==> src/rtl/hall_blank_pkg.sv <==
// Package: shared types and constants for the Hall capture/blanking block.
// Assumes three Hall sensors; the code width is fixed by the motor geometry.
package hall_blank_pkg;
    localparam int HALL_W = 3;
    typedef logic [HALL_W-1:0] hall_code_t;
endpackage

==> src/rtl/hbl_sync.sv <==
// Module: multi-stage synchroniser for asynchronous level inputs.
// Assumes inputs change slowly relative to clk. The flops carry no reset on
// purpose, so that the synchronised code is valid while reset is asserted.
module hbl_sync #(
    parameter int W      = 3,
    parameter int STAGES = 2
) (
    input  logic         clk,
    input  logic         rst_n,
    input  logic [W-1:0] din,
    output logic [W-1:0] dout
);
    logic [W-1:0] stage [STAGES];

    // Shift the raw level through the synchroniser chain.
    always_ff @(posedge clk) begin
        stage[0] <= din;
        for (int i = 1; i < STAGES; i++) begin
            stage[i] <= stage[i-1];
        end
    end

    assign dout = stage[STAGES-1];

    generate
        if (STAGES == 2) begin : g_chk2
            // Output follows the input two edges later.
            p_sync_latency_r1: assert property (@(posedge clk) disable iff (!rst_n)
                dout == $past(din, 2))
                else $error("sync latency broken");
        end
    endgenerate
endmodule

==> src/rtl/hbl_pulse_timer.sv <==
// Module: fixed-width pulse generator counted in system clock cycles.
// Assumes start is only raised while the timer is idle.
module hbl_pulse_timer #(
    parameter int CYCLES = 64
) (
    input  logic clk,
    input  logic rst_n,
    input  logic start,
    output logic busy
);
    localparam int CW = $clog2(CYCLES + 1);
    localparam logic [CW-1:0] LOAD = CW'(CYCLES);

    logic [CW-1:0] cnt;

    // Load the width on start, count down to zero otherwise.
    always_ff @(posedge clk) begin
        if (!rst_n)            cnt <= '0;
        else if (start)        cnt <= LOAD;
        else if (cnt != '0)    cnt <= cnt - 1'b1;
    end

    assign busy = (cnt != '0);

    // The capture logic must never retrigger a running pulse.
    p_no_retrigger_r4: assert property (@(posedge clk) disable iff (!rst_n)
        start |-> !busy)
        else $error("pulse retriggered while busy");

    // A started pulse is visible on the next cycle.
    p_start_raises_r4: assert property (@(posedge clk) disable iff (!rst_n)
        start |=> busy)
        else $error("pulse did not start");
endmodule

==> src/rtl/hbl_tick_window.sv <==
// Module: hold window counted in PWM tick strobes.
// Assumes tick is a single-cycle strobe. A tick in the start cycle is not counted.
module hbl_tick_window #(
    parameter int TICKS = 2
) (
    input  logic clk,
    input  logic rst_n,
    input  logic start,
    input  logic tick,
    output logic busy
);
    localparam int TW = $clog2(TICKS + 1);
    localparam logic [TW-1:0] LOAD = TW'(TICKS);

    logic [TW-1:0] left;

    // Reload on start; consume one tick per strobe while running.
    always_ff @(posedge clk) begin
        if (!rst_n)                     left <= '0;
        else if (start)                 left <= LOAD;
        else if (tick && left != '0)    left <= left - 1'b1;
    end

    assign busy = (left != '0);

    // Once idle, the window stays idle until a new start.
    p_idle_stays_r6: assert property (@(posedge clk) disable iff (!rst_n)
        (!busy && !start) |=> !busy)
        else $error("window reopened without start");

    // Without a tick the window cannot close.
    p_needs_tick_r6: assert property (@(posedge clk) disable iff (!rst_n)
        (busy && !tick && !start) |=> busy)
        else $error("window closed without tick");
endmodule

==> src/rtl/hall_blank_latch.sv <==
// Module: Hall position capture with commutation blanking and tach pulse.
// Assumes pwm_tick is a one-cycle strobe in the clk domain and hall_raw is
// asynchronous. Reset is synchronous, active low.
module hall_blank_latch
    import hall_blank_pkg::*;
#(
    parameter int TACH_CYCLES = 64,
    parameter int HOLD_TICKS  = 2,
    parameter int SYNC_STAGES = 2
) (
    input  logic              clk,
    input  logic              rst_n,
    input  logic              pwm_tick,
    input  logic [HALL_W-1:0] hall_raw,
    output logic [HALL_W-1:0] pos_q,
    output logic              tach_out,
    output logic              load_stb
);
    hall_code_t hall_s;
    hall_code_t pos_r;
    logic       load_r;
    logic       win_busy;
    logic       take;

    hbl_sync #(.W(HALL_W), .STAGES(SYNC_STAGES)) u_sync (
        .clk (clk),
        .rst_n (rst_n),
        .din (hall_raw),
        .dout (hall_s)
    );

    // Capture when neither hold source is active and the code moved.
    assign take = !tach_out && !win_busy && (hall_s != pos_r);

    hbl_pulse_timer #(.CYCLES(TACH_CYCLES)) u_tach (
        .clk (clk),
        .rst_n (rst_n),
        .start (take),
        .busy (tach_out)
    );

    hbl_tick_window #(.TICKS(HOLD_TICKS)) u_window (
        .clk (clk),
        .rst_n (rst_n),
        .start (take),
        .tick (pwm_tick),
        .busy (win_busy)
    );

    // Position register: track during reset, capture on accepted change.
    always_ff @(posedge clk) begin
        if (!rst_n) begin
            pos_r  <= hall_s;
            load_r <= 1'b0;
        end else begin
            load_r <= take;
            if (take) pos_r <= hall_s;
        end
    end

    assign pos_q    = pos_r;
    assign load_stb = load_r;

    // Any movement of the held code is marked by the strobe.
    p_change_marked_r2: assert property (@(posedge clk) disable iff (!rst_n)
        !$stable(pos_q) |-> load_stb)
        else $error("position changed without load");

    // Strobe lasts one cycle.
    p_load_single_r3: assert property (@(posedge clk) disable iff (!rst_n)
        load_stb |=> !load_stb)
        else $error("load strobe longer than a cycle");

    // Tach rises with the load.
    p_load_tach_r4: assert property (@(posedge clk) disable iff (!rst_n)
        load_stb |-> tach_out)
        else $error("load without tach");

    // Held while tach is high.
    p_tach_hold_r5: assert property (@(posedge clk) disable iff (!rst_n)
        tach_out |=> $stable(pos_q))
        else $error("position moved under tach pulse");

    // Held while the tick window runs.
    p_window_hold_r6: assert property (@(posedge clk) disable iff (!rst_n)
        win_busy |=> !load_stb)
        else $error("load inside blanking window");
endmodule

==> config.mk <==
export PLATFORM = sky130hd
export DESIGN_NAME = hall_blank_latch
export DESIGN_NICKNAME = d
export VERILOG_FILES = /design/src/rtl/hall_blank_pkg.sv /design/src/rtl/hbl_sync.sv /design/src/rtl/hbl_pulse_timer.sv /design/src/rtl/hbl_tick_window.sv /design/src/rtl/hall_blank_latch.sv
export SDC_FILE = /design/constraint.sdc
export NUM_CORES = 1
export LEC_CHECK = 0
export BUFFER_PORTS_ARGS = -buffer_cell sky130_fd_sc_hd__buf_2
export CAP_MARGIN = 20
export CORE_ASPECT_RATIO = 1.25
export CORE_MARGIN = 5
export CORE_UTILIZATION = 40
export DETAILED_ROUTE_END_ITERATION = 8
export PLACE_DENSITY = 0.65
export SLEW_MARGIN = 20
export SYNTH_ARGS = -nofsm -noshare
export SYNTH_HDL_FRONTEND = slang
export SYNTH_SLANG_ARGS = --single-unit
==> constraint.sdc <==
create_clock -name clk -period 2.05 [get_ports clk]
set_input_delay 0 -clock clk [delete_from_list [all_inputs] [get_ports clk]]
set_output_delay 0 -clock clk [all_outputs]
set_load 0.03 [all_outputs]
Word-level counts from Yosys, hierarchy flattened:

Memory sizes are Yosys's and may differ from the RTL's.
Cells that the tools add are included.

* flip-flop bits (word level): 13
* bits in writable memories: 6
* bits of input ports: 6
* output and inout port bits: 5
* memories kept: 1

Memories
* u_sync.stage: depth 2, bits a word 3, rd ports 2, clocked after memory_dff 0, wr ports 2, RTL line hbl_sync.sv:13 `logic [W-1:0] stage [STAGES];`

* $add $sub $neg: 2
* eq/ne operators: 2
* mux-type cells: 6
* bitwise gates (word level): 1
* reductions and logical operators: 10

Operators with widths (count)
* $mux W7: 2
* $reduce_bool A7 Y1: 1
* $sub A7 B1 Y7 const B: 1
* $mux W3: 2
* $reduce_bool A2 Y1: 3
* $mux W2: 2
* $logic_and A1 B1 Y1: 3
* $ne A3 B3 Y1: 1
* $logic_not A1 Y1: 2
* $ne A2 B1 Y1 const B: 1
* $reduce_or A2 Y1: 1
* $sub A2 B1 Y2 const B: 1
* $not A1 Y1: 1

Logic depth before layout (Yosys ltp):

Gate-level depths: netlist of run 1.

* depth in word-level cells: 6
* depth in mapped cells: 5
* gate-level depth less buffers: 5

Hierarchy:

Synthesis of run 1 repeated with hierarchy kept, for this count alone.

* cell total of the unflattened synthesis: 69
* area, all modules: 785.8 µm²

By module, submodules not included
* hbl_pulse_timer: instances 1, cells an instance 37, area each 350.3 µm², seq. area each 140.1 µm²
* hall_blank_latch: instances 1, cells an instance 12, area each 176.4 µm², seq. area each 110.1 µm²
* hbl_sync: instances 1, cells an instance 9, area each 142.6 µm², seq. area each 120.1 µm²
* hbl_tick_window: instances 1, cells an instance 11, area each 116.4 µm², seq. area each 40.0 µm²

Worst setup path after synthesis of run 1:

No wires, ideal clock.

* kind: register to register
* start point: register pos_r[0] (netlist: pos_q[0])
* end point: register pos_r[0] (netlist: pos_q[0]), enable pin
* arrival: 1434 ps
* data required time: 1753 ps
* setup slack: 319 ps
* stages on the path, launching flop included: 4
* cell sequence: edfxtp_1 > xor2_1 > nor3_1 > o21ai_0

* cells in the longest elaborated chain, start to end: 3

Ends and longest elaborated chain
* start, declared: RTL line hall_blank_latch.sv:20 `hall_code_t pos_r;`
* start signal, assigned: RTL line hall_blank_latch.sv:53 `pos_r <= hall_s;`
* start signal, assigned: RTL line hall_blank_latch.sv:57 `if (take) pos_r <= hall_s;`
* $ne A3 B3 Y1: RTL line hall_blank_latch.sv:33 `assign take = !tach_out && !win_busy && (hall_s != pos_r);`
* $logic_and A1 B1 Y1: RTL line hall_blank_latch.sv:33
* $ne A2 B1 Y1 (no source line)

No other way between the ends.
A chain may end at the register's enable or synchronous reset.

Final worst setup path of run 1:

* start point: register u_tach.cnt[0]
* end point: register pos_r[2] (netlist: pos_q[2]), enable pin

* cells in the longest elaborated chain, start to end: 5

Ends and longest elaborated chain
* start, declared: RTL line hbl_pulse_timer.sv:14 `logic [CW-1:0] cnt;`
* start signal, assigned: RTL line hbl_pulse_timer.sv:20 `else if (cnt != '0) cnt <= cnt - 1'b1;`
* $reduce_bool A7 Y1: RTL line hbl_pulse_timer.sv:23 `assign busy = (cnt != '0);`
* $logic_not A1 Y1: RTL line hall_blank_latch.sv:33
* $logic_and A1 B1 Y1 (2 in series): RTL line hall_blank_latch.sv:33
* $ne A2 B1 Y1 (no source line)

No other way between the ends.

==> summary.txt, run 1 <==
Critical path
  – Worst reg-to-reg path cell count: 5
  – WS Path Type: reg2reg
  – CP startpoint: u_tach.cnt[0]
  – Slowest cell delay on critical path: 380 ps
  – Reg2reg start: u_tach.cnt[0]
  – Crit path to: pos_q[2]
  – Reg-to-reg endpoint: pos_q[2]
  – Worst path arrival time: between 1500 and 2000 ps
  – CP Cell Sequence: inv_1 -> ha_1 -> nor3b_1 -> nand3_1 -> o21ai_0
  – Critical Path RT: approximately 2000 ps
  – Worst Setup End Kind: flop
  – Flop2flop setup slack: ~210 ps
  – Worst setup SP type: flop
  – Crit-path slowest cell: dfxtp_1
  – CP max FO: 7

Logic synthesis
  – Post-Syn Area per Cell: ~10 um^2
  – Synth Area in Simple Gates: between 20 and 25%
  – Yosys reg bits: 19
  – Post-synthesis compound-gate area fraction: between 10% and 20%
  – Largest family of logic cells by synthesized area: simple AND/OR/NAND/NOR gates
  – Adder-cell share of the synthesized area: between 3 and 4%
  – Sequential area share after synthesis: 52.4%
  – Post-Synth XOR/XNOR Area: between 7 and 8%
  – Syn. warnings: 0
  – Post-Syn Nets: 83
  – Mux cell area share after synthesis: 0%
  – Netlist cell types: 28
  – Mapped Area: 783 um^2
  – Mapped Cells: between 70 and 80

Place
  – Post-DP HPWL: 992 um
  – Cells after DPL: about 100
  – Port bufs: 10
  – Final GP Congestion: approximately 0.7
  – Place WS: around 220 ps

STA
  – RSZ-0062 raised after global routing: no
  – Max Clock Freq: about 540 MHz
  – Setup violations, final: 0
  – Fin crit period: between 1500 and 2000 ps
  – Final hold viol count: 0
  – Final Cycle Share: about 90%
  – Final Skew: between 3 and 4 ps
  – Relative slew slack: 72.5%
  – Slew at the pin with the worst max-slew slack: roughly 410 ps
  – Setup_tns: 0 ps
  – Final worst slack: about 210 ps
  – Max-slew violation count: 0

Global route
  – GRT Total Usage: 10.1%
  – Vias in the first global route: 542
  – Largest net degree at the start of global routing: 15
  – Gr ovfl total: 0
  – First-pass GRT wire length: between 2000 and 2500 um
  – Initial antenna violation count: 0

Drt
  – TritonRoute pass-1 iters: 4
  – WL/cell: between 10 and 15 um
  – Drc violations: 0
  – Antenna Nets Post-Route: 0
  – Routed WL: approximately 1400 um
  – Vias per inst: 5.32
  – Vias: around 600
  – DR iter-0 viols: 14

Outcome
  – Status: complete, no violations

CTS
  – Setup Fix Bufs, Post-CTS: 0
  – CTS tree: done
  – Skew-Pair Late Insertion Delay: 290 ps
  – CTS Buffer Depth: 2
  – Total CTS buffers: 3
  – Clock transition at path regs: around 100 ps
  – Clock root buffer: clkbuf_4
  – CTS sink count: 19
  – H-tree Lvls: 1

Final layout
  – Diodes inserted: 0
  – Fin cells: around 110
  – Nets: 100
  – Fraction of layout cells with a size suffix above 1: 17.6%
  – Most frequent cells in the layout: dfxtp_1, buf_2, nor3_1
  – Most common cell after layout, fill and taps aside: dfxtp_1
  – Fill cells: approximately 170
  – Layout area overhead: 16.0%

Power
  – Leak Pwr: approximately 0.35 nW
  – Pwr Total: between 1 and 1.5 mW
  – Maximum VDD drop: about 0.60 mV
  – Pwr dens: ~1600 nW/um^2

Min path
  – Hold Path Class: in2reg

Floorplan
  – Row Count: 18
  – Die Span X: 49.6 um
  – Die Area: 2950 um^2
  – Core Box Area: around 1900 um^2
  – # IOs: 11
  – Die Y: between 50 and 60 um
  – Initial Util: 40.9%

Job
  – Max-cap viol count: 0
==> final cells by class <==
class                           count  area, um^2  area share [%]
Clock buffer                        3        22.5            2.48
Clock inverter                      1        5.00           0.551
Inverter                            4        15.0            1.65
Multi-Input combinational cell     50         343            37.7
Sequential cell                    19         410            45.2
Tap cell                           20        25.0            2.75
Timing Repair Buffer               14        87.6            9.64
==> Yosys cell counts (all sizes together) <==
library cell,n,area (um^2)
or3b,1,8.76
nor4bb,1,10.0
a21oi,1,5.00
or4,1,7.51
o311a,1,10.0
ha,2,25.0
nand2b,1,6.26
dfxtp,16,320
nand2,4,15.0
o31ai,1,7.51
nand3b,4,30.0
clkbuf,1,3.75
xor2,3,26.3
nor3b,2,15.0
nor3,7,35.0
nand4,1,6.26
nand3,1,5.00
a221o,2,20.0
edfxtp,3,90.1
nor2,3,11.3
inv,4,15.0
o41ai,1,8.76
xnor2,4,35.0
o21ai,3,15.0
buf,1,11.3
or3,1,6.26
o211ai,2,15.0
nor2b,3,18.8
==> critical path, delay by kind of cell (launching register included) <==
family	cells	cell delay, ps
compound gates	1	360
fa+ha+maj	1	220
buf+inv	1	80
flops	1	380
simple gates	2	470
==> metrics by stage <==
stage / hold slack (ps) / area (um^2) / util, %
after floorplan: 27.7 / 783 / -
after global placement: 102 / 851 / 44.4
after detailed placement: 105 / 851 / 44.4
after CTS: 40.5 / 908 / 47.5
after global routing: 52.1 / 908 / 47.5
final: 55.7 / 908 / 47.5
==> timing repair <==
item	4_1_cts	5_1_grt
hold buffers	3	0
gates resized for setup	0	0
endpoints found under the hold margin	3	0
==> flip-flops by register name, summed over array words and instances (netlist names) <==
signal,flops
u_tach.cnt,7
u_sync.stage,6
load_stb,1
u_window.left,2
pos_q,3
==> report_power, final <==
part	switching (mW)	internal, mW
Sequential	0.0902	0.488
Combinational	0.394	0.280
Clock	0.105	0.0726
==> logic make-up (layout without fill, tap and decap cells) <==
kind of cell / after synthesis / in the layout
simple gates: 30 / 30
flops: 19 / 19
compound gates: 11 / 11
xor+xnor: 7 / 7
buf+inv: 6 / 22
fa+ha+maj: 2 / 2
==> metal layers <==
layer  part of all wire, %  vias up  GRT usage [%]
met3                   3.2        4           2.27
met4                   2.2        0           8.61
met5                     0        -              0
li1                      -      306              -
met1                    47      271           12.4
met2                    47       10           14.9
==> how the worst min path moves through the flow <==
stage | startpoint | end | slack [ps] | depth (start not counted)
6_report | rst_n | u_window.left[0] | 60 | 2
5_1_grt | rst_n | u_window.left[0] | 50 | 2
4_1_cts | rst_n | u_window.left[0] | 40 | 2
3_5_place_dp | hall_raw[1] | u_sync.stage[0][1] | 100 | 1
3_3_place_gp | hall_raw[0] | u_sync.stage[0][0] | 100 | 1
2_1_floorplan | hall_raw[0] | u_sync.stage[0][0] | 30 | 0
(Power assumes the default switching activity.)
==> run 2: changes to the inputs <==
Settings changed: REMOVE_ABC_BUFFERS set to 1.
==> run 2 against run 1 <==
Effect of this change:
- core utilization unchanged
- cell area unchanged
- die area unchanged
- clock skew up 1.3 ps
- via count up 0.17%
- combinational power down 0.9%
- largest cell class unchanged
- clock power up 4%
- setup slack worse by 32 ps
- highest routed layer unchanged
- clock-buffer cell count unchanged
- non-clock buffer count unchanged
==> summary.txt, run 2 (synthesized netlist as in run 1, its figures left out) <==
Critical path
  – Top delay family on crit path: simple AND/OR/NAND/NOR gates
  – CP Cell Sequence: inv_1 -> ha_1 -> nor3b_1 -> nand3_1 -> o21ai_0
  – Worst Setup End Kind: flop
  – CP max FO: 7
  – WS Path Type: reg2reg
  – Slowest cell delay on critical path: ~430 ps
  – Worst setup SP type: flop
  – Critical Path RT: around 2000 ps
  – Buf/Inv on CP: 1
  – CP startpoint: u_tach.cnt[0]
  – Worst path arrival time: ~1800 ps
  – Crit-path slowest cell: o21ai_0
  – Reg2reg start: u_tach.cnt[0]

Floorplan
  – Row Count: 18
  – Die Area: roughly 2900 um^2
  – Die Y: just under 60 um
  – # IOs: 11
  – Die Span X: a little under 50 um
  – Core Box Area: 1910 um^2
  – Initial Util: 40.9%

Place
  – Port bufs: 10
  – Place WS: ~170 ps
  – Dpl cell area: roughly 850 um^2
  – Final GP Congestion: about 0.67

STA
  – Max Clock Freq: roughly 540 MHz
  – Final worst slack: ~180 ps
  – Relative slew slack: 66.3%
  – Setup violations, final: 0
  – Fin crit period: 1870 ps
  – Final Cycle Share: roughly 91%
  – Setup_tns: 0 ps
  – Final hold viol count: 0
  – Final Skew: roughly 4.6 ps
  – Max-slew violation count: 0
  – RSZ-0062 raised after global routing: no
  – Slew at the pin with the worst max-slew slack: ~500 ps

Global route
  – First-pass GRT wire length: 2580 um
  – GRT Total Usage: around 11%
  – Vias in the first global route: between 600 and 700
  – Initial antenna violation count: 0
  – Gr ovfl total: 0
  – Largest net degree at the start of global routing: 15

Min path
  – Hold path startpoint: rst_n
  – Hold Path Class: in2reg

Final layout
  – Layout area overhead: 16.0%
  – Most common cell after layout, fill and taps aside: dfxtp_1
  – Multi-input gate area: ~340 um^2
  – Most frequent cells in the layout: dfxtp_1, buf_2, nor3_1
  – Diodes inserted: 0
  – Design Area, Final: just over 900 um^2
  – Fraction of layout cells with a size suffix above 1: between 15 and 20%
  – Max reg flops: 7
  – Largest Register: u_tach.cnt
  – Register area: ~410 um^2
  – Fill cells: ~180
  – Nets: 100

Power
  – Leak Pwr: 0.354 nW
  – Pwr Total: approximately 1.4 mW
  – Maximum VDD drop: ~0.56 mV
  – Pwr dens: around 1600 nW/um^2

Drt
  – TritonRoute pass-1 iters: 4
  – Drc violations: 0
  – Vias per inst: approximately 5.3
  – Antenna Nets Post-Route: 0
  – Vias: just under 600
  – DR iter-0 viols: 10
  – WL/cell: around 12 um
  – Routed WL: 1340 um

CTS
  – CTS sink count: 19
  – CTS Buffer Depth: 2
  – Clock root buffer: clkbuf_4
  – CTS tree: done
  – Setup Fix Bufs, Post-CTS: 0
  – Clock transition at path regs: 110 ps
  – Skew-Pair Late Insertion Delay: about 290 ps
  – H-tree Lvls: 1
  – # resized after CTS: 0
  – Hold-fix buffers, CTS: 3
  – Total CTS buffers: 3

Job
  – Max-cap viol count: 0

Outcome
  – Status: complete, no violations
run 2: cell counts in the layout (fill, tap and decap cells not counted):
Identical to the previous run, type by type.
run 2: layout make-up:
| cell class | count | area share, % |
|---|---|---|
| Sequential cell | 19 | 45.2 |
| Tap cell | 20 | 2.75 |
| Inverter | 4 | 1.65 |
| Clock buffer | 3 | 2.48 |
| Multi-Input combinational cell | 50 | 37.7 |
| Clock inverter | 1 | 0.551 |
| Timing Repair Buffer | 14 | 9.64 |
run 2: routing by layer:
metal / vias to the layer above / track usage, % / wire [um] / part of all wire (%)
met5: - / 0 / 0 / 0
met4: 0 / 4.49 / 14 / 1.0
met3: 2 / 3.53 / 84 / 6.3
met2: 16 / 18.9 / 653 / 49
met1: 271 / 12.4 / 591 / 44
li1: 303 / - / - / -
run 2: final timing paths:
kind	to	slack, ps	cells past startpoint
worst max-delay path	pos_q[0]	180	5
worst min-delay path	u_window.left[0]	40	2
worst max register to register	pos_q[0]	180	5
worst min register to register	u_sync.stage[0][5]	340	0
run 2: worst reg2reg max path, stage by stage (launching register included):
cell,delay (ps)
dfxtp_1,370
inv_1,70
ha_1,220
nor3b_1,330
nand3_1,110
o21ai_0,430
run 2: through the flow:
| step | cells | hold slack [ps] | util (%) |
|---|---|---|---|
| floorplan | 73 | 27.7 | - |
| global placement | 104 | 103 | 44.4 |
| detailed placement | 104 | 104 | 44.4 |
| CTS | 111 | 31.7 | 47.5 |
| global route | 111 | 44.4 | 47.5 |
| finish | 111 | 38.7 | 47.5 |
run 2: where the power goes:
part / internal (mW) / total (mW) / switching [mW]
sequential: 0.488 / 0.574 / 0.0868
clock: 0.0726 / 0.186 / 0.113
combinational: 0.280 / 0.668 / 0.388
